<file path="src/rtl/pin_evt_pkg.sv">
package pin_evt_pkg;

  localparam int MODE_W = 4;

  typedef enum logic [MODE_W-1:0] {
    MD_OFF      = 4'd0,
    MD_DMA_RISE = 4'd1,
    MD_DMA_FALL = 4'd2,
    MD_DMA_BOTH = 4'd3,
    MD_RSV_A    = 4'd4,
    MD_FLG_RISE = 4'd5,
    MD_FLG_FALL = 4'd6,
    MD_FLG_BOTH = 4'd7,
    MD_INT_LOW  = 4'd8,
    MD_INT_RISE = 4'd9,
    MD_INT_FALL = 4'd10,
    MD_INT_BOTH = 4'd11,
    MD_INT_HIGH = 4'd12,
    MD_TRG_HI   = 4'd13,
    MD_TRG_LO   = 4'd14,
    MD_RSV_B    = 4'd15
  } pin_mode_e;

  typedef struct packed {
    logic on_rise;
    logic on_fall;
    logic on_low;
    logic on_high;
    logic is_dma;
    logic is_irq;
    logic trig_hi;
    logic trig_lo;
  } mode_dec_t;

  function automatic mode_dec_t decode_mode(input logic [MODE_W-1:0] code);
    mode_dec_t d;
    d = '0;
    case (pin_mode_e'(code))
      MD_DMA_RISE: begin d.on_rise = 1'b1; d.is_dma = 1'b1; end
      MD_DMA_FALL: begin d.on_fall = 1'b1; d.is_dma = 1'b1; end
      MD_DMA_BOTH: begin d.on_rise = 1'b1; d.on_fall = 1'b1; d.is_dma = 1'b1; end
      MD_FLG_RISE: d.on_rise = 1'b1;
      MD_FLG_FALL: d.on_fall = 1'b1;
      MD_FLG_BOTH: begin d.on_rise = 1'b1; d.on_fall = 1'b1; end
      MD_INT_LOW:  begin d.on_low  = 1'b1; d.is_irq = 1'b1; end
      MD_INT_RISE: begin d.on_rise = 1'b1; d.is_irq = 1'b1; end
      MD_INT_FALL: begin d.on_fall = 1'b1; d.is_irq = 1'b1; end
      MD_INT_BOTH: begin d.on_rise = 1'b1; d.on_fall = 1'b1; d.is_irq = 1'b1; end
      MD_INT_HIGH: begin d.on_high = 1'b1; d.is_irq = 1'b1; end
      MD_TRG_HI:   d.trig_hi = 1'b1;
      MD_TRG_LO:   d.trig_lo = 1'b1;
      default:     d = '0;
    endcase
    return d;
  endfunction

endpackage

</file>
<file path="src/rtl/pin_sync.sv">
module pin_sync #(
  parameter int WIDTH  = 32,
  parameter int STAGES = 2
) (
  input  logic             clk,
  input  logic             rst,
  input  logic [WIDTH-1:0] d,
  output logic [WIDTH-1:0] lvl,
  output logic [WIDTH-1:0] lvl_prev
);

  logic [WIDTH-1:0] chain [STAGES];
  logic [WIDTH-1:0] prev_q;

  always_ff @(posedge clk) begin
    if (rst) chain[0] <= '0;
    else     chain[0] <= d;
  end

  for (genvar s = 1; s < STAGES; s++) begin : g_stage
    always_ff @(posedge clk) begin
      if (rst) chain[s] <= '0;
      else     chain[s] <= chain[s-1];
    end
  end

  always_ff @(posedge clk) begin
    if (rst) prev_q <= '0;
    else     prev_q <= chain[STAGES-1];
  end

  assign lvl      = chain[STAGES-1];
  assign lvl_prev = prev_q;

endmodule

</file>
<file path="src/rtl/pin_event_cell.sv">
module pin_event_cell
  import pin_evt_pkg::*;
(
  input  logic              clk,
  input  logic              rst,
  input  logic              lvl,
  input  logic              lvl_prev,
  input  logic [MODE_W-1:0] mode,
  input  logic              clr_hit,
  input  logic              dma_done,
  output logic              flag_nxt,
  output logic              irq_nxt,
  output logic              flag_q,
  output logic              dma_q,
  output logic              trig_q
);

  mode_dec_t dec;
  logic      rise, fall, set_evt, dma_clr, trig_nxt;

  always_comb begin
    dec      = decode_mode(mode);
    rise     = lvl & ~lvl_prev;
    fall     = ~lvl & lvl_prev;
    set_evt  = (dec.on_rise & rise) | (dec.on_fall & fall) |
               (dec.on_low & ~lvl)  | (dec.on_high & lvl);
    dma_clr  = dma_done & dec.is_dma;
    // A set in the same cycle overrides any clear.
    flag_nxt = set_evt | (flag_q & ~clr_hit & ~dma_clr);
    irq_nxt  = flag_nxt & dec.is_irq;
    trig_nxt = (dec.trig_hi & lvl) | (dec.trig_lo & ~lvl);
  end

  always_ff @(posedge clk) begin
    if (rst) begin
      flag_q <= 1'b0;
      dma_q  <= 1'b0;
      trig_q <= 1'b0;
    end else begin
      flag_q <= flag_nxt;
      dma_q  <= flag_nxt & dec.is_dma;
      trig_q <= trig_nxt;
    end
  end

endmodule

</file>
<file path="src/rtl/pin_event_detector.sv">
module pin_event_detector
  import pin_evt_pkg::*;
#(
  parameter int NPINS       = 32,
  parameter int SYNC_STAGES = 2
) (
  input  logic                    clk,
  input  logic                    rst,
  input  logic [NPINS-1:0]        pin_in,
  input  logic [NPINS*MODE_W-1:0] mode_codes,
  input  logic                    clr_wr,
  input  logic [NPINS-1:0]        clr_data,
  input  logic [NPINS-1:0]        dma_done,
  output logic [NPINS-1:0]        status,
  output logic                    irq,
  output logic [NPINS-1:0]        dma_req,
  output logic [NPINS-1:0]        trig_out
);

  logic [NPINS-1:0] lvl, lvl_prev, clr_mask, irq_vec, flag_nxt_vec;
  logic             irq_q;

  pin_sync #(.WIDTH(NPINS), .STAGES(SYNC_STAGES)) u_sync (
    .clk      (clk),
    .rst      (rst),
    .d        (pin_in),
    .lvl      (lvl),
    .lvl_prev (lvl_prev)
  );

  assign clr_mask = clr_wr ? clr_data : '0;

  for (genvar n = 0; n < NPINS; n++) begin : g_pin
    pin_event_cell u_cell (
      .clk      (clk),
      .rst      (rst),
      .lvl      (lvl[n]),
      .lvl_prev (lvl_prev[n]),
      .mode     (mode_codes[n*MODE_W +: MODE_W]),
      .clr_hit  (clr_mask[n]),
      .dma_done (dma_done[n]),
      .flag_nxt (flag_nxt_vec[n]),
      .irq_nxt  (irq_vec[n]),
      .flag_q   (status[n]),
      .dma_q    (dma_req[n]),
      .trig_q   (trig_out[n])
    );
  end

  always_ff @(posedge clk) begin
    if (rst) irq_q <= 1'b0;
    else     irq_q <= |irq_vec;
  end

  assign irq = irq_q;

endmodule

</file>
<file path="config.mk">
export PLATFORM = sky130hd
export DESIGN_NAME = pin_event_detector
export DESIGN_NICKNAME = d
export VERILOG_FILES = /design/src/rtl/pin_evt_pkg.sv /design/src/rtl/pin_sync.sv /design/src/rtl/pin_event_cell.sv /design/src/rtl/pin_event_detector.sv
export SDC_FILE = /design/constraint.sdc
export NUM_CORES = 1
export LEC_CHECK = 0
export BUFFER_PORTS_ARGS = -buffer_cell sky130_fd_sc_hd__buf_2
export CAP_MARGIN = 20
export CORE_UTILIZATION = 25
export CTS_CLUSTER_DIAMETER = 150
export DETAILED_ROUTE_END_ITERATION = 8
export GPL_TIMING_DRIVEN = 0
export SETUP_SLACK_MARGIN = 0.5
export SLEW_MARGIN = 20
export SYNTH_ARGS = -nofsm -noshare
export SYNTH_HDL_FRONTEND = slang
export SYNTH_HIERARCHICAL = 1
export SYNTH_SLANG_ARGS = --single-unit
</file>
<file path="constraint.sdc">
create_clock -name clk -period 4.2 [get_ports clk]
set_input_delay 0.42 -clock clk [delete_from_list [all_inputs] [get_ports clk]]
set_output_delay 0.42 -clock clk [all_outputs]
set_load 0.05 [all_outputs]
</file>
==> flow_metrics.py, run 1 <==
metrics = {
    "worst_setup_path": {
        "endpoint_kind": "register",
        "cp_cell_sequence": "and3b_2 > o21ai_2 > a21oi_1 > nor4_1 > and4_1 > a21oi_1",
        "r2r_start": "u_sync/chain[1][16]$_SDFF_PP0_",
        "path_max_fanout": 6,
        "crit_top_cell": "a21oi_1",
        "critPathKind": "reg -> reg",
        "required_ps": 4510,
        "worst_path_largest_cell_delay_ps": 630,
        "cp_slowest_cell": "nor4_1",
        "r2r-end": "irq$_SDFF_PP0_",
        "r2r_cells": 6,
        "worst-path-stages": 6,
        "cp-startpoint": "u_sync/chain[1][16]$_SDFF_PP0_",
        "regToRegSetupSlack_ps": 2060,
        "crit_end": "irq$_SDFF_PP0_",
        "cp.arrival_ps": 2450,
        "critPathBufInv": 0,
        "worst_setup_path_start_kind": "register",
        "critical-path-top-delay-family": "simple AND/OR/NAND/NOR gates",
    },
    "place": {
        "io_buffers": 323,
        "gp_congestion": 0.802,
        "dp_hpwl_um": 21900,
        "placedInstanceArea_um2": 11600,
    },
    "clock_network": {
        "ctsResizeCount": 0,
        "cts_tree": "done",
        "cts_buffer_depth": 2,
        "cts_num_sinks": 193,
        "worst_skew_pair.late_latency_ps": 440,
        "htree_levels": 4,
        "clk_pin_slew_ps": 80,
        "cts-root-buf": "clkbuf_16",
        "cts_hold_buf": 0,
        "post_cts_buffers": 0,
        "numCtsBuffers": 17,
    },
    "route": {
        "detail_route.wl_per_cell_um": 14.9,
        "drc": 0,
        "drtPass1Iterations": 4,
        "drt_iter0_drc": 282,
        "via_per_inst": 4.62,
        "vias": 8676,
        "ant_nets": 0,
        "wl_um": 28000,
    },
    "sta": {
        "rsz0062_at_grt": "no",
        "maxSlewViolCount": 0,
        "tightest_slew_ps": 676,
        "hold_viol_final": 0,
        "max_freq_mhz": 467,
        "fin_skew_ps": 9.02,
        "finalCritPeriodShare": 0.510,
        "setup_viol": 0,
        "min_period_ps": 2140,
        "slew_headroom": 0.545,
        "fin_setup_tns_ps": 0,
    },
    "power": {
        "p_per_area_nw_per_um2": 358,
        "finalPower_w": 0.00437,
        "ir_drop_uv": 261,
        "p_leak_nw": 5.28,
    },
    "die": {
        "rows": 70,
        "initial_core_util": 0.255,
        "dieHeight_um": 195,
        "dieWidth_um": 195,
        "ios": 324,
        "design.core.area_um2": 36700,
        "die-area_um2": 38200,
    },
    "layout": {
        "synthToLayoutAreaGrowth_pct": 30.7,
        "drive_above_1_share": 0.352,
        "design_area_um2": 12200,
        "fill_cells": 3870,
        "fin_nets": 1619,
        "final_util": 0.333,
    },
    "global_route": {
        "antenna_found_initial": 9,
        "grt_pass1_vias": 8021,
        "grt_pass1_wl_um": 42900,
        "gr-total-overflow": 0,
        "grt_util_all_layers": 0.145,
        "grt_max_degree": 72,
    },
    "yosys": {
        "synth_cells": 1049,
        "syn_nets": 1276,
        "avgSynthCellArea_um2": 8.92,
        "synthesis.area_um2": 9350,
        "ys_warn_count": 6,
    },
    "run": {
        "cap_violations": 0,
    },
    "min_path": {
        "holdCritPathClass": "in -> reg",
    },
    "run_status": {
        "status": "completed",
    },
}
[layer usage]
metal	vias up	track usage	wire length, um
met4	6	0.0487	495
met2	230	0.240	13300
met1	3971	0.176	12400
met3	31	0.0482	1820
met5	-	0	37
li1	4438	-	-
[registers in the layout, indices dropped and copies added, names as in the netlist]
register	count
g_pin.u_cell/dma_q	32
u_sync/chain	64
g_pin.u_cell/trig_q	32
g_pin.u_cell/flag_q	32
irq	1
u_sync/lvl_prev	32
[cell usage in the layout (no fill, tap or decap), types with 64 or more instances in the layout]
| cell type | instances |
|---|---|
| buf_2 | 330 |
| nand2_1 | 96 |
| a31oi_1 | 64 |
| a21oi_1 | 65 |
| nor2_1 | 64 |
| dfxtp_1 | 193 |
| and3b_2 | 64 |
| nor2b_1 | 128 |
[cell type report]
type                       count  area, um2  share of cell area
multi-input combinational    811       5280               0.432
sequential                   193       3860               0.316
inverter                      32        120             0.00982
antenna                        4       10.0            0.000819
tap                          468        586              0.0479
clock inverter                11        176              0.0144
clock buffer                  21        450              0.0368
timing repair buffer         324       1650               0.135
buffer                        13       92.6             0.00757
[through the flow]
| stage | hold slack, ps | setup WS, ps | cells |
|---|---|---|---|
| 2_1_floorplan | 414 | 2680 | 1049 |
| 6_report | 185 | 2060 | 1877 |
| 3_5_place_dp | 425 | 1510 | 1841 |
| 4_1_cts | 148 | 1990 | 1873 |
| 3_3_place_gp | 418 | 998 | 1840 |
| 5_1_grt | 150 | 1930 | 1877 |
[power by group]
part / switching [W] / total (W) / leakage, nW / internal, W
registers: 0.0000336 / 0.00193 / 1.58 / 0.00189
clock network: 0.000758 / 0.00178 / 0.302 / 0.00102
logic: 0.000409 / 0.000667 / 3.40 / 0.000258
total: 0.00120 / 0.00437 / 5.28 / 0.00317
[worst min-delay path by stage]
stage          depth (start not counted)                            from                        endpoint
4_1_cts                                2                       pin_in[9]   u_sync/chain[0][9]$_SDFF_PP0_
6_report                               2                       pin_in[9]   u_sync/chain[0][9]$_SDFF_PP0_
2_1_floorplan                          1   u_sync/chain[0][0]$_SDFF_PP0_   u_sync/chain[1][0]$_SDFF_PP0_
3_3_place_gp                           1  u_sync/chain[0][11]$_SDFF_PP0_  u_sync/chain[1][11]$_SDFF_PP0_
5_1_grt                                2                       pin_in[7]   u_sync/chain[0][7]$_SDFF_PP0_
3_5_place_dp                           1  u_sync/chain[0][28]$_SDFF_PP0_  u_sync/chain[1][28]$_SDFF_PP0_
No activity file was read; power rests on OpenSTA's default activity.
==> run 2, diff against run 1 <==
- clock period: 4.2 -> 2 ns (I/O delays scaled with it)
==> run 2 against run 1 <==
Compared with the run above:
- sequential cell count unchanged
- critical endpoint unchanged
- wire length up 1.8%
- non-clock buffer count up 34
- register-to-register slack worse by 1800 ps
- worst hold slack worse by 150 ps
- clock power up 110%
- critical path depth unchanged
- maximum frequency up 24%
- final area up 5.2%
==> flow_metrics.py, run 2 (synthesis gave the netlist of run 1 again) <==
metrics = {
    "worst_setup_path": {
        "worst_setup_path_start_kind": "register",
        "regToRegSetupSlack_ps": 270,
        "cp_cell_sequence": "and3b_2 > o21ai_4 > a21oi_4 > nor4_4 > and4_4 > a21oi_2",
        "cp_slowest_cell": "dfxtp_4",
        "critPathKind": "reg -> reg",
        "path_max_fanout": 6,
        "required_ps": 2310,
        "cp.arrival_ps": 2050,
        "endpoint_kind": "register",
        "worst_path_largest_cell_delay_ps": 380,
    },
    "sta": {
        "rsz0062_at_grt": "yes",
        "setup_viol": 0,
        "finalHoldWorstSlack_ps": 33.0,
        "max_freq_mhz": 577,
        "fin_skew_ps": 9.96,
        "min_period_ps": 1730,
        "tightest_slew_ps": 424,
        "slew_headroom": 0.717,
        "maxSlewViolCount": 0,
        "finalCritPeriodShare": 0.866,
        "fin_ws_ps": 267,
        "hold_viol_final": 0,
    },
    "die": {
        "dieWidth_um": 195,
        "die-area_um2": 38200,
        "dieHeight_um": 195,
        "initial_core_util": 0.255,
        "ios": 324,
        "design.core.area_um2": 36700,
        "rows": 70,
    },
    "global_route": {
        "gr-total-overflow": 0,
        "grt_util_all_layers": 0.148,
        "grt_pass1_vias": 8291,
        "grt_pass1_wl_um": 43800,
        "antenna_found_initial": 9,
        "grt_max_degree": 72,
    },
    "clock_network": {
        "worst_skew_pair.late_latency_ps": 440,
        "numCtsBuffers": 17,
        "htree_levels": 4,
        "cts_buffer_depth": 2,
        "cts_tree": "done",
        "clk_pin_slew_ps": 70,
        "cts_num_sinks": 193,
        "cts-root-buf": "clkbuf_16",
    },
    "layout": {
        "final_common_cell": "buf_2",
        "fin_nets": 1653,
        "largest-register": "u_sync/chain",
        "fill_cells": 3811,
        "largest_reg_flops": 64,
        "synthToLayoutAreaGrowth_pct": 37.5,
        "design_area_um2": 12900,
        "drive_above_1_share": 0.379,
        "layout_common_cells": "buf_2, dfxtp_1, nor2b_1, nand2_1",
    },
    "route": {
        "drc": 0,
        "drt_iter0_drc": 277,
        "drtPass1Iterations": 4,
        "wl_um": 28500,
        "via_per_inst": 4.62,
        "vias": 8836,
        "detail_route.wl_per_cell_um": 14.9,
        "ant_nets": 0,
    },
    "place": {
        "gp_congestion": 0.802,
        "io_buffers": 323,
        "dp_hpwl_um": 21900,
        "preCtsSetupSlack_ps": -471,
        "placedInstanceArea_um2": 11600,
    },
    "run_status": {
        "status": "completed",
    },
    "power": {
        "ir_drop_uv": 549,
        "p_per_area_nw_per_um2": 723,
        "p_leak_nw": 5.49,
        "finalPower_w": 0.00930,
    },
    "run": {
        "cap_violations": 0,
    },
    "min_path": {
        "holdCritPathClass": "in -> reg",
    },
}
run 2: stage by stage:
step	util	instances	setup TNS, ps
after floorplan	-	1049	0
after global placement	0.315	1840	-125790
after detailed placement	0.316	1841	-471
after CTS	0.347	1905	0
after global routing	0.350	1911	0
final	0.350	1911	0
run 2: layout make-up:
type	instances	area [um2]	share of cell area
clock inverters	11	176	0.0137
inverters	32	120	0.00934
plain buffers	13	92.6	0.00720
multi-input cells	811	5530	0.430
flip-flops and latches	193	3920	0.305
diodes	4	10.0	0.000778
well taps	468	586	0.0455
repair buffers	358	1980	0.154
clock buffers	21	450	0.0350
run 2: power breakdown:
| group | switching, W | total, W | internal (W) |
|---|---|---|---|
| Combinational | 0.000905 | 0.00152 | 0.000619 |
| Sequential | 0.0000704 | 0.00404 | 0.00397 |
| Clock | 0.00159 | 0.00373 | 0.00214 |
run 2: metal layers:
metal  GRT usage  wire [um]  vias to the layer above
li1            -          -                     4506
met1       0.178      12400                     4080
met2       0.246      13700                      215
met3      0.0482       1790                       29
met4      0.0487        491                        6
met5           0         37                        -
run 2: final timing paths:
kind                                                      from                             end  cells past startpoint
worst max-delay path            u_sync/chain[1][18]$_SDFF_PP0_                  irq$_SDFF_PP0_                      6
worst min-delay path                                 pin_in[8]   u_sync/chain[0][8]$_SDFF_PP0_                      2
worst max register to register  u_sync/chain[1][18]$_SDFF_PP0_                  irq$_SDFF_PP0_                      6
worst min register to register  u_sync/chain[0][16]$_SDFF_PP0_  u_sync/chain[1][16]$_SDFF_PP0_                      1
run 2: what timing repair did:
action	4_1_cts	5_1_grt
gates resized for setup	52	24
hold buffers	30	0
gates cloned	0	0
pin swaps	11	13
hold endpoints to repair	30	0
endpoints found under the setup margin	1	1
setup buffers	2	2
run 2: worst max-delay path: cells and delay by family, from the launching register on:
kind	cells	cell delay (ps)
and+or+nand+nor	3	900
AOI/OAI and AO/OA	3	320
DFF	1	380
